--- src/rtl/tmr_evt_pkg.sv ---
package tmr_evt_pkg;
  localparam int EVT_N  = 8;
  localparam int ADDR_W = 3;

  localparam int B_OVF  = 0;
  localparam int B_OVR  = 1;
  localparam int B_CMPA = 2;
  localparam int B_CMPB = 3;
  localparam int B_CMPC = 4;
  localparam int B_CAPA = 5;
  localparam int B_CAPB = 6;
  localparam int B_EXT  = 7;
  localparam int B_CLKEN = 16;
  localparam int B_LINA  = 17;
  localparam int B_LINB  = 18;

  localparam logic [EVT_N-1:0] WAVE_ONLY = 8'h0C;
  localparam logic [EVT_N-1:0] CAPT_ONLY = 8'h62;

  typedef enum logic [ADDR_W-1:0] {
    A_STAT = 3'd0,
    A_MEN  = 3'd1,
    A_MDIS = 3'd2,
    A_MASK = 3'd3,
    A_CNT  = 3'd4
  } reg_addr_e;
endpackage

--- src/rtl/tmr_evt_gate.sv ---
module tmr_evt_gate
  import tmr_evt_pkg::*;
#(
  parameter int CAP_N = 2
) (
  input  logic             clk_i,
  input  logic             rst_ni,
  input  logic             mode_wave_i,
  input  logic             ovf_i,
  input  logic             cmp_a_i,
  input  logic             cmp_b_i,
  input  logic             cmp_c_i,
  input  logic [CAP_N-1:0] cap_i,
  input  logic [CAP_N-1:0] cap_rd_i,
  input  logic             ext_trg_i,
  output logic [EVT_N-1:0] set_o
);
  logic [CAP_N-1:0] load, unread_q, ovr;

  assign load = cap_i & {CAP_N{~mode_wave_i}};

  for (genvar g = 0; g < CAP_N; g++) begin : g_trk
    logic trk_q;
    always_ff @(posedge clk_i or negedge rst_ni) begin
      if (!rst_ni)        trk_q <= 1'b0;
      else if (load[g])   trk_q <= 1'b1;
      else if (cap_rd_i[g]) trk_q <= 1'b0;
    end
    assign unread_q[g] = trk_q;
    // read in the same cycle is taken as happening before the load
    assign ovr[g] = load[g] & unread_q[g] & ~cap_rd_i[g];
  end

  always_comb begin
    set_o         = '0;
    set_o[B_OVF]  = ovf_i;
    set_o[B_OVR]  = |ovr;
    set_o[B_CMPA] = cmp_a_i & mode_wave_i;
    set_o[B_CMPB] = cmp_b_i & mode_wave_i;
    set_o[B_CMPC] = cmp_c_i;
    set_o[B_CAPA] = load[0];
    set_o[B_CAPB] = load[1];
    set_o[B_EXT]  = ext_trg_i;
  end
endmodule

--- src/rtl/tmr_evt_sticky.sv ---
module tmr_evt_sticky #(
  parameter int N = 8
) (
  input  logic         clk_i,
  input  logic         rst_ni,
  input  logic [N-1:0] set_i,
  input  logic         clr_i,
  output logic [N-1:0] flags_o
);
  for (genvar i = 0; i < N; i++) begin : g_bit
    logic f_q;
    always_ff @(posedge clk_i or negedge rst_ni) begin
      if (!rst_ni) f_q <= 1'b0;
      else         f_q <= set_i[i] | (f_q & ~clr_i);
    end
    assign flags_o[i] = f_q;
  end
endmodule

--- src/rtl/tmr_irq_mask.sv ---
module tmr_irq_mask #(
  parameter int N = 8
) (
  input  logic         clk_i,
  input  logic         rst_ni,
  input  logic         en_wr_i,
  input  logic         dis_wr_i,
  input  logic [N-1:0] wdata_i,
  input  logic [N-1:0] pend_i,
  output logic [N-1:0] mask_o,
  output logic         irq_o
);
  logic [N-1:0] mask_q, mask_d;

  always_comb begin
    mask_d = mask_q;
    if (en_wr_i)  mask_d = mask_d | wdata_i;
    if (dis_wr_i) mask_d = mask_d & ~wdata_i;
  end

  always_ff @(posedge clk_i or negedge rst_ni) begin
    if (!rst_ni) mask_q <= '0;
    else         mask_q <= mask_d;
  end

  assign mask_o = mask_q;
  assign irq_o  = |(pend_i & mask_q);
endmodule

--- src/rtl/tmr_evt_irq.sv ---
module tmr_evt_irq
  import tmr_evt_pkg::*;
#(
  parameter int DATA_W = 32,
  parameter int CNT_W  = 16
) (
  input  logic              clk_i,
  input  logic              rst_ni,
  input  logic              mode_wave_i,
  input  logic              clk_en_i,
  input  logic              line_a_pin_i,
  input  logic              line_b_pin_i,
  input  logic              line_a_drv_i,
  input  logic              line_b_drv_i,
  input  logic [CNT_W-1:0]  cnt_i,
  input  logic              ovf_i,
  input  logic              cmp_a_i,
  input  logic              cmp_b_i,
  input  logic              cmp_c_i,
  input  logic              cap_a_i,
  input  logic              cap_b_i,
  input  logic              ext_trg_i,
  input  logic              cap_a_rd_i,
  input  logic              cap_b_rd_i,
  input  logic              rd_i,
  input  logic              wr_i,
  input  logic [ADDR_W-1:0] addr_i,
  input  logic [DATA_W-1:0] wdata_i,
  output logic [DATA_W-1:0] rdata_o,
  output logic              irq_o
);
  logic [EVT_N-1:0] set_vec, flags_q, vis, mask_q;
  logic             stat_rd, men_wr, mdis_wr;
  logic             line_a, line_b;
  logic [DATA_W-1:0] stat_word;

  assign stat_rd = rd_i & (addr_i == A_STAT);
  assign men_wr  = wr_i & (addr_i == A_MEN);
  assign mdis_wr = wr_i & (addr_i == A_MDIS);

  tmr_evt_gate #(.CAP_N(2)) i_gate (
    .clk_i      (clk_i),
    .rst_ni     (rst_ni),
    .mode_wave_i(mode_wave_i),
    .ovf_i      (ovf_i),
    .cmp_a_i    (cmp_a_i),
    .cmp_b_i    (cmp_b_i),
    .cmp_c_i    (cmp_c_i),
    .cap_i      ({cap_b_i, cap_a_i}),
    .cap_rd_i   ({cap_b_rd_i, cap_a_rd_i}),
    .ext_trg_i  (ext_trg_i),
    .set_o      (set_vec)
  );

  tmr_evt_sticky #(.N(EVT_N)) i_sticky (
    .clk_i  (clk_i),
    .rst_ni (rst_ni),
    .set_i  (set_vec),
    .clr_i  (stat_rd),
    .flags_o(flags_q)
  );

  // flags of the other mode are hidden from reads and from the interrupt
  assign vis = flags_q & (mode_wave_i ? ~CAPT_ONLY : ~WAVE_ONLY);

  tmr_irq_mask #(.N(EVT_N)) i_mask (
    .clk_i   (clk_i),
    .rst_ni  (rst_ni),
    .en_wr_i (men_wr),
    .dis_wr_i(mdis_wr),
    .wdata_i (wdata_i[EVT_N-1:0]),
    .pend_i  (vis),
    .mask_o  (mask_q),
    .irq_o   (irq_o)
  );

  assign line_a = mode_wave_i ? line_a_drv_i : line_a_pin_i;
  assign line_b = mode_wave_i ? line_b_drv_i : line_b_pin_i;

  always_comb begin
    stat_word              = '0;
    stat_word[EVT_N-1:0]   = vis;
    stat_word[B_CLKEN]     = clk_en_i;
    stat_word[B_LINA]      = line_a;
    stat_word[B_LINB]      = line_b;
  end

  always_comb begin
    rdata_o = '0;
    if (rd_i) begin
      case (addr_i)
        A_STAT:  rdata_o = stat_word;
        A_MASK:  rdata_o[EVT_N-1:0] = mask_q;
        A_CNT:   rdata_o[CNT_W-1:0] = cnt_i;
        default: rdata_o = '0;
      endcase
    end
  end
endmodule

--- config.mk ---
export PLATFORM = sky130hd
export DESIGN_NAME = tmr_evt_irq
export DESIGN_NICKNAME = d
export VERILOG_FILES = /design/src/rtl/tmr_evt_pkg.sv /design/src/rtl/tmr_evt_gate.sv /design/src/rtl/tmr_evt_sticky.sv /design/src/rtl/tmr_irq_mask.sv /design/src/rtl/tmr_evt_irq.sv
export SDC_FILE = /design/constraint.sdc
export NUM_CORES = 1
export LEC_CHECK = 0
export BUFFER_PORTS_ARGS = -buffer_cell sky130_fd_sc_hd__buf_4
export CORE_ASPECT_RATIO = 0.7
export CORE_UTILIZATION = 38
export CTS_CLUSTER_SIZE = 12
export DETAILED_ROUTE_END_ITERATION = 8
export GPL_TIMING_DRIVEN = 0
export PLACE_DENSITY = 0.79
export SYNTH_ARGS = -nofsm -noshare
export SYNTH_HDL_FRONTEND = slang
export SYNTH_SLANG_ARGS = --single-unit
--- constraint.sdc ---
create_clock -name clk_i -period 1.5 [get_ports clk_i]
set_input_delay 0.225 -clock clk_i [delete_from_list [all_inputs] [get_ports clk_i]]
set_output_delay 0.225 -clock clk_i [all_outputs]
set_load 0.01 [all_outputs]
==> results of run 1 <==
==> layer usage <==
metal / up-vias / global-route usage / wire [um] / part of all wire
met5: - / 0 / 0 / 0
met4: 0 / 0.04000 / 17 / 0.0047
met3: 2 / 0.07362 / 389 / 0.11
met2: 71 / 0.2952 / 1584 / 0.44
met1: 636 / 0.2997 / 1606 / 0.45
li1: 683 / - / - / -
==> power breakdown <==
| group | switching, mW | internal (mW) | total, mW |
|---|---|---|---|
| Combinational | 0.149 | 0.189 | 0.337 |
| Sequential | 0.0261 | 0.516 | 0.542 |
| Clock | 0.163 | 0.233 | 0.396 |
| Total | 0.337 | 0.938 | 1.28 |
==> what timing repair did <==
item,4_1_cts,5_1_grt
hold buffers,1,0
pin swaps,2,4
resized for setup,2,5
cloned,0,0
setup buffers,4,7
endpoints found under the hold margin,18,0
endpoints found under the setup margin,9,9
==> path summary, 6_finish.rpt <==
| kind | from | endpoint | slack, ps |
|---|---|---|---|
| hold / removal | cmp_c_i | i_sticky.g_bit[4].f_q | 140 |
| hold reg to reg | i_gate.g_trk[0].trk_q | i_gate.g_trk[0].trk_q | 480 |
| max in group asynchronous | rst_ni | i_sticky.g_bit[7].f_q | 930 |
| setup reg to reg | register | register | 640 |
| setup / recovery | addr_i[2] | rdata_o[4] | -10 |
| min in group asynchronous | rst_ni | i_sticky.g_bit[5].f_q | 370 |
==> cell type report <==
type / count / area (um2)
timing repair buffer: 75 / 565.5
tap: 36 / 45.04
multi-input combinational: 114 / 700.7
buffer: 22 / 152.6
clock buffer: 4 / 55.05
inverter: 1 / 3.754
sequential: 18 / 450.4
fill: 237 / 969.7
==> worst reg2reg max path, delay by kind of cell, from the launching register on <==
family          cells  cell delay, ps
flops               1             410
buf+inv             1             150
compound gates      2             180
==> kinds of logic after synthesis <==
| group | Yosys count | share of synthesized area |
|---|---|---|
| flops | 18 | 0.3629 |
| simple gates | 61 | 0.2762 |
| mux | 2 | 0.01613 |
| buf+inv | 23 | 0.1230 |
| other cells | 1 | 0.003021 |
| compound gates | 38 | 0.2187 |
==> synth_stat cells <==
cell,count,area share
o211ai_1,8,0.048
and2b_1,1,0.0061
a222oi_1,4,0.032
o21ai_0,8,0.032
o21ai_1,1,0.0040
buf_4,13,0.079
inv_1,1,0.0030
clkbuf_1,4,0.012
nor3_1,1,0.0040
and3_1,9,0.045
and3b_1,1,0.0071
a22oi_1,4,0.024
mux2i_1,2,0.016
nor2_1,6,0.018
buf_6,2,0.018
nor3b_4,1,0.015
buf_1,1,0.0030
a22o_1,3,0.021
a31oi_1,3,0.015
a21boi_0,2,0.012
nor4_1,1,0.0050
or4b_1,1,0.0081
nand3_1,5,0.020
conb_1,1,0.0030
dfrtp_1,18,0.36
nand3b_1,11,0.067
o221ai_1,1,0.0071
nand2b_1,4,0.020
nand2_1,20,0.060
a21oi_1,1,0.0040
buf_2,2,0.0081
a21o_1,3,0.018
==> metrics by stage <==
| step | worst slack [ps] | setup TNS, ps |
|---|---|---|
| 4_1_cts | 12.34 | 0 |
| 3_5_place_dp | -57.72 | -268.7 |
| 5_1_grt | -63.00 | -223.5 |
| 2_1_floorplan | 129.8 | 0 |
| 6_report | -10.18 | -10.18 |
| 3_3_place_gp | -55.86 | -219.6 |
==> results by group, run 1 <==
Worst setup path
  • Count of buffer and inverter cells on the critical path: 3
  • Top cell by count, worst path: buf_4
  • Cell count along the critical path: 6
  • Worst EP arrival: 1290 ps
  • Crit path largest cell delay: 240 ps
  • CP Max Fanout: 10
  • Worst R2R Path Depth: 3
  • Delay-heaviest family, CP: buffers and inverters
  • Crit-path slowest cell: nor3b_4
  • CP endpoint kind: output pin
  • Cell Chain, Critical Path: buf_4, nor3b_4, clkbuf_4, nand2_1, a31oi_1, buf_4
  • Startpoint type of the worst setup path: primary input
  • Worst path required time: 1270 ps
  • CP Class: primary input to output pin

Floorplanning
  • Die width: 70.31 um
  • DIE HEIGHT: 49.82 um
  • Row Count: 16
  • Full die area: 3502 um2
  • IO Count: 103
  • Core Area: 2943 um2
  • Initial Utilization: 0.4218

CTS
  • Clock latency on the worst-skew pair: 250 ps
  • Clock Tree Buf Depth: 2
  • CTS buffer count: 3
  • Root Driver: clkbuf_8
  • Clock-pin slew on the worst setup and hold paths: 70 ps
  • CTS Sinks: 18
  • CTS tree: built
  • H-tree depth reported by CTS: 1

Global routing
  • Vias in the first global route: 1,206
  • GRT Util Overall: 0.2070
  • Largest net degree at the start of global routing: 19
  • Total global routing overflow: 0
  • Initial antenna violation count: 0
  • First-pass GRT wire length: 5.644 mm

Placement
  • Placed cells: 254
  • Hpwl dp: 2.652 mm
  • PortBufs: 63
  • RD Place Congestion: 0.7813
  • Placed inst area: 1804 um2

Route
  • Vias post-DR: 1,392
  • Detail Route Antenna Nets: 0
  • Post-route DRC violation count: 0
  • Wire length after detailed routing: 3.597 mm
  • Post-DR vias/cell: 5.156
  • DRT iter0 DRCs: 100
  • Wire per inst: 13.32 um
  • 1st-pass router iterations: 5

Timing
  • Worst setup margin: -10.18 ps
  • Post-Route Skew: 1.199 ps
  • RSZ-0062 raised after global routing: yes
  • Final worst path period share: 1.007
  • Final setup violation count: 1
  • Final hold slack: 143.7 ps
  • Final Hold Viols: 0
  • Fmax: 0.6622 GHz
  • Final critical-path required period: 1510 ps
  • Max Slew Vio Count: 0

Power and ir drop
  • Total chip power: 1.275 mW
  • Leakage: 0.9961 nW
  • Pwr dens: 646.3 nW/um2
  • Max VDD drop: 0.5320 mV

Synthesis
  • Syn. warnings: 0
  • Syn Std Cell Area: 1241 um2
  • FF+latch count, synth: 18
  • Post-synthesis sequential area ratio: 0.3629
  • Avg Inst Size Synth: 8.680 um2
  • Yosys cell types: 32
  • Synthesized instance count: 143

Run
  • Max-Cap Viols: 0

Status
  • Outcome: complete, but fails checks
  • Failing checks: setup timing

Cells and area
  • N_diodes: 0
  • Layout Cells excl Fill: 270
  • Area delta synth->final: 58.97%
  • Final instance area: 1973 um2
  • Most common cell after layout, fill and taps aside: buf_4
  • Most frequent cells in the layout: buf_4 (87), nand2_1 (20), dfrtp_1 (18)
  • Fin nets: 305
  • Post-route core utilization: 0.6705
  • Layout cells sized above 1: 0.4316

Min path
  • Hold Crit Depth: 2
  • Min-Delay Path Class: primary input to register
(Power assumes the default switching activity.)
==> run 2, diff against run 1 <==
--- a/config.mk
+++ b/config.mk
@@ -12,6 +12,7 @@
 export DETAILED_ROUTE_END_ITERATION = 8
 export GPL_TIMING_DRIVEN = 0
 export PLACE_DENSITY = 0.79
+export RECOVER_POWER = 25
 export SYNTH_ARGS = -nofsm -noshare
 export SYNTH_HDL_FRONTEND = slang
 export SYNTH_SLANG_ARGS = --single-unit
==> run 2 against run 1 <==
Compared with the run above:
- the run still ends with setup timing left
- die area is the same
- sequential cell count is the same
- global-route usage is the same
- setup slack is essentially flat
- critical path depth is the same
- largest cell class unchanged
- largest power group unchanged
==> results by group, run 2 (synthesis gave the netlist of run 1 again) <==
Cells and area
  • N_diodes: 0
  • Most frequent cells in the layout: buf_4 (86), nand2_1 (20), dfrtp_1 (18)
  • Most common cell after layout, fill and taps aside: buf_4
  • Fin nets: 305
  • Multi-input logic area: 700.7 um2
  • Area delta synth->final: 58.67%
  • Reg area: 450.4 um2
  • Layout cells sized above 1: 0.4274
  • Post-route core utilization: 0.6692
  • Fillers: 239

Worst setup path
  • CP endpoint kind: output pin
  • R2R Setup Slk: 640 ps
  • Worst R2R Path Depth: 3
  • Crit-path slowest cell: nor3b_4
  • Delay-heaviest family, CP: buffers and inverters
  • Count of buffer and inverter cells on the critical path: 3
  • Top cell by count, worst path: buf_4
  • Crit path largest cell delay: 240 ps
  • CP Class: primary input to output pin
  • Worst path required time: 1270 ps
  • Startpoint type of the worst setup path: primary input
  • Cell Chain, Critical Path: buf_4, nor3b_4, clkbuf_4, nand2_1, a31oi_1, buf_4
  • Worst EP arrival: 1290 ps
  • CP Max Fanout: 10

Route
  • 1st-pass router iterations: 5
  • Post-route DRC violation count: 0
  • Wire length after detailed routing: 3.599 mm
  • Detail Route Antenna Nets: 0
  • DRT iter0 DRCs: 109
  • Post-DR vias/cell: 5.130
  • Wire per inst: 13.33 um
  • Vias post-DR: 1,385

Global routing
  • Met1 Usage GRT: 0.2997
  • Global Route met2 Usage: 0.2952
  • Total global routing overflow: 0
  • Vias in the first global route: 1,206
  • Largest net degree at the start of global routing: 19
  • GRT Util Overall: 0.2070
  • First-pass GRT wire length: 5.644 mm
  • Met3 usage: 0.07362
  • Initial antenna violation count: 0
  • Gr busiest metal: met1

Timing
  • Final worst path period share: 1.007
  • Final Hold Viols: 0
  • Slew headroom: 0.3492
  • Fmax: 0.6621 GHz
  • Post-Route Skew: 0.9454 ps
  • Final setup violation count: 1
  • Total Neg Setup Slack: -10.41 ps
  • Worst setup margin: -10.41 ps
  • Final critical-path required period: 1510 ps
  • RSZ-0062 raised after global routing: yes
  • Max Slew Vio Count: 0
  • Worst-Margin Slew: 976.2 ps

CTS
  • CTS Sinks: 18
  • CTS tree: built
  • Root Driver: clkbuf_8
  • Clock-pin slew on the worst setup and hold paths: 70 ps
  • CTS buffer count: 3
  • H-tree depth reported by CTS: 1
  • Clock latency on the worst-skew pair: 250 ps
  • Clock Tree Buf Depth: 2

Min path
  • Hold Crit Depth: 2
  • Min-Delay Path Class: primary input to register
  • HP Start: cmp_c_i
  • Worst-case hold path end point: i_sticky.g_bit[4].f_q

Floorplanning
  • Core Area: 2943 um2
  • Initial Utilization: 0.4218
  • DIE HEIGHT: 49.82 um
  • Die width: 70.31 um
  • Row Count: 16
  • IO Count: 103
  • Full die area: 3502 um2

Power and ir drop
  • Pwr dens: 647.0 nW/um2
  • P_int: 0.9366 mW
  • Max VDD drop: 0.5330 mV
  • Leakage: 0.9925 nW
  • Combinational share of power: 0.264
  • Part of the power in registers: 0.425
  • Switching power summed over all nets: 0.3376 mW
  • Clk pwr share: 0.311
  • Sw Ratio: 0.2650

Placement
  • RD Place Congestion: 0.7813
  • Pre-CTS setup slack: -57.72 ps
  • Hpwl dp: 2.652 mm
  • PortBufs: 63

Run
  • Max-Cap Viols: 0

Status
  • Outcome: complete, but fails checks
  • Failing checks: setup timing
## run 2: how the worst max path moves through the flow
stage / from / endpoint / slack (ps) / depth (start not counted)
3_5_place_dp: addr_i[0] / rdata_o[4] / -60 / 6
6_report: addr_i[2] / rdata_o[4] / -10 / 6
5_1_grt: addr_i[2] / rdata_o[5] / -60 / 6
4_1_cts: register / irq_o / 10 / 4
3_3_place_gp: addr_i[0] / rdata_o[7] / -60 / 6
2_1_floorplan: addr_i[1] / rdata_o[17] / 130 / 4
## run 2: power groups by stage
stage | clock, mW | combinational (mW) | sequential, mW
floorplan | 0 | 0.165 | 0.542
global placement | 0 | 0.305 | 0.549
detailed placement | 0 | 0.309 | 0.550
CTS | 0.406 | 0.319 | 0.542
global route | 0.432 | 0.369 | 0.544
finish | 0.396 | 0.336 | 0.542
## run 2: worst reg2reg max path, delay by kind of cell, from the launching register on
kind                   cells  cell delay, ps
DFF                        1             410
buffers and inverters      1             150
AOI/OAI and AO/OA          2             180
## run 2: per-stage QoR
stage / total power, mW / hold slack [ps] / cells / instance area (um2)
2_1_floorplan: 0.7069 / -70.59 / 155 / 1286
3_3_place_gp: 0.8536 / 105.9 / 254 / 1804
3_5_place_dp: 0.8584 / 104.4 / 254 / 1804
4_1_cts: 1.266 / 140.6 / 263 / 1908
5_1_grt: 1.345 / 142.8 / 270 / 1969
6_report: 1.274 / 143.8 / 270 / 1969
## run 2: timing repair
item                                   in CTS  in global routing
hold buffers                                1                  0
endpoints found under the hold margin      18                  0
setup buffers                               4                  7
setup endpoints to repair                   9                  9
pin swaps                                   2                  4
cloned                                      0                  0
gates resized for setup                     2                  5
## run 2: area by class of cell
| type | instances | share of cell area |
|---|---|---|
| multi-input cells | 114 | 0.3558 |
| repair buffers | 75 | 0.2853 |
| flip-flops and latches | 18 | 0.2287 |
| plain buffers | 22 | 0.07751 |
| clock buffers | 4 | 0.02795 |
| well taps | 36 | 0.02287 |
| inverters | 1 | 0.001906 |
## run 2: routing by layer
metal / vias to the layer above / routed length, um
met2: 69 / 1573
li1: 683 / -
met4: 0 / 17
met5: - / 0
met3: 2 / 388
met1: 631 / 1621
==> run 3, diff against run 2 <==
--- a/config.mk
+++ b/config.mk
@@ -11,7 +11,7 @@
 export CTS_CLUSTER_SIZE = 12
 export DETAILED_ROUTE_END_ITERATION = 8
 export GPL_TIMING_DRIVEN = 0
-export PLACE_DENSITY = 0.79
+export PLACE_DENSITY_LB_ADDON = 0.15
 export RECOVER_POWER = 25
 export SYNTH_ARGS = -nofsm -noshare
 export SYNTH_HDL_FRONTEND = slang
==> run 3 against run 2 <==
Compared with the run above:
- the run now ends clean
- non-clock buffer count fell by 4
- count of clock-buffer cells in the layout did not move
- largest power group unchanged
- final cell count fell by 1.5%
- via count rose by 0.51%
- clock power rose by 3%
- sequential cell count did not move
- clock skew fell by 0.80 ps
- die area did not move
- global-route usage fell by 0.19 points
- sequential power barely moved
- critical path depth fell by 3
- largest cell class is now multi-input combinational cells
==> results by group, run 3 (synthesis gave the netlist of run 1 again) <==
Status
  • Outcome: finished clean

CTS
  • CTS buffer count: 3
  • Clock latency on the worst-skew pair: 260 ps
  • Clock-pin slew on the worst setup and hold paths: 70 ps
  • H-tree depth reported by CTS: 1
  • CTS Sinks: 18
  • Root Driver: clkbuf_8
  • Clock Tree Buf Depth: 2
  • CTS tree: built

Floorplanning
  • Row Count: 16
  • Die width: 70.31 um
  • DIE HEIGHT: 49.82 um
  • Core Area: 2943 um2
  • Full die area: 3502 um2
  • Initial Utilization: 0.4218
  • IO Count: 103

Route
  • Detail Route Antenna Nets: 0
  • Top Metal Used: met4
  • Vias post-DR: 1,392
  • Met3 routed WL: 379 um
  • Post-DR vias/cell: 5.233
  • Wire per inst: 13.92 um
  • Post-route DRC violation count: 0
  • WL met1: 1.594 mm
  • Wire length after detailed routing: 3.702 mm
  • DRT iter0 DRCs: 42
  • 1st-pass router iterations: 4
  • Met2 WL post-DR: 1.682 mm

Cells and area
  • Final instance area: 1962 um2
  • N_diodes: 0
  • Most frequent cells in the layout: buf_4 (81), nand2_1 (20), dfrtp_1 (18)
  • Layout cells sized above 1: 0.4348
  • Most common cell after layout, fill and taps aside: buf_4
  • Area delta synth->final: 58.06%
  • Fillers: 251
  • Fin nets: 301

Timing
  • Worst setup margin: 22.88 ps
  • Final critical-path required period: 1477 ps
  • Max Slew Vio Count: 0
  • Final setup violation count: 0
  • Fmax: 0.6770 GHz
  • Final Hold Viols: 0
  • Worst-Margin Slew: 974.2 ps
  • RSZ-0062 raised after global routing: yes
  • Post-Route Skew: 0.1426 ps
  • Slew headroom: 0.3505
  • Final worst path period share: 0.9847

Global routing
  • First-pass GRT wire length: 5.692 mm
  • Largest net degree at the start of global routing: 19
  • Initial antenna violation count: 0
  • Total global routing overflow: 0
  • Vias in the first global route: 1,249
  • GRT Util Overall: 0.2050

Power and ir drop
  • Pwr dens: 654.3 nW/um2
  • P_int: 0.9331 mW
  • Sw Ratio: 0.2731
  • Leakage: 0.9808 nW
  • Max VDD drop: 0.6330 mV
  • Clk pwr share: 0.316
  • Part of the power in registers: 0.423
  • Switching power summed over all nets: 0.3506 mW
  • Combinational share of power: 0.262

Worst setup path
  • Worst path required time: 1270 ps
  • Worst EP arrival: 1250 ps
  • Worst R2R Path Depth: 3
  • Startpoint type of the worst setup path: register
  • CP Max Fanout: 3
  • CP Class: register to output pin
  • CP endpoint kind: output pin
  • R2R Setup Slk: 620 ps

Placement
  • Placed inst area: 1804 um2
  • RD Place Congestion: 0.7959
  • Hpwl dp: 2.817 mm
  • PortBufs: 63
  • Pre-CTS setup slack: -67.77 ps

Min path
  • Min-Delay Path Class: primary input to register
  • Worst-case hold path end point: i_sticky.g_bit[0].f_q
  • HP Start: ovf_i
  • Hold Crit Depth: 2

Run
  • Max-Cap Viols: 0
run 3: changes by cell type in the layout (fill, tap and decap cells not counted), sizes merged:
cell / change
buf: -4
run 3: timing repair:
action	CTS	global route
gates resized for setup	4	12
hold buffers	1	0
hold endpoints to repair	18	0
pin swaps	1	4
setup endpoints to repair	6	8
setup buffers	2	5
run 3: power groups by stage:
stage / clock network (mW) / registers [mW] / logic, mW
6_report: 0.406 / 0.542 / 0.336
5_1_grt: 0.434 / 0.545 / 0.364
4_1_cts: 0.413 / 0.540 / 0.320
3_5_place_dp: 0 / 0.549 / 0.311
3_3_place_gp: 0 / 0.548 / 0.301
2_1_floorplan: 0 / 0.542 / 0.165
run 3: layer usage:
| metal | GRT usage | up-vias |
|---|---|---|
| met3 | 0.05726 | 4 |
| met2 | 0.3238 | 76 |
| met1 | 0.2740 | 636 |
| li1 | - | 676 |
| met5 | 0 | - |
| met4 | 0.06000 | 0 |
run 3: layout make-up:
class	instances	area (um2)	share of cell area
plain buffers	22	160.2	0.08163
clock buffers	4	55.05	0.02806
inverters	1	3.754	0.001913
multi-input cells	114	711.9	0.3629
flip-flops and latches	18	450.4	0.2296
well taps	36	45.04	0.02296
repair buffers	71	535.5	0.2730
run 3: metrics by stage:
stage / hold WS [ps] / util / cells / TNS (ps) / total power, mW
CTS: 138.8 / 0.6458 / 261 / -0.7553 / 1.273
floorplan: -70.59 / - / 155 / 0 / 0.7069
global route: 132.8 / 0.6667 / 266 / -99.45 / 1.343
finish: 140.6 / 0.6667 / 266 / 0 / 1.284
global placement: 100.1 / 0.6131 / 254 / -70.73 / 0.8484
detailed placement: 108.7 / 0.6131 / 254 / -199.2 / 0.8606
run 3: worst max-delay path by stage:
stage,slack [ps],startpoint,depth (start not counted),to
floorplan,130,addr_i[1],4,rdata_o[17]
global placement,-30,addr_i[0],6,rdata_o[7]
detailed placement,-70,addr_i[0],6,rdata_o[7]
CTS,-0.8,addr_i[2],5,rdata_o[17]
global route,-50,i_sticky.g_bit[6].f_q,3,rdata_o[6]
finish,20,register,3,irq_o
run 3: critical path: stages (launching register included):
cell and delay, ps:
dfrtp_1 400, a222oi_1 340, nand2_1 100, buf_4 150
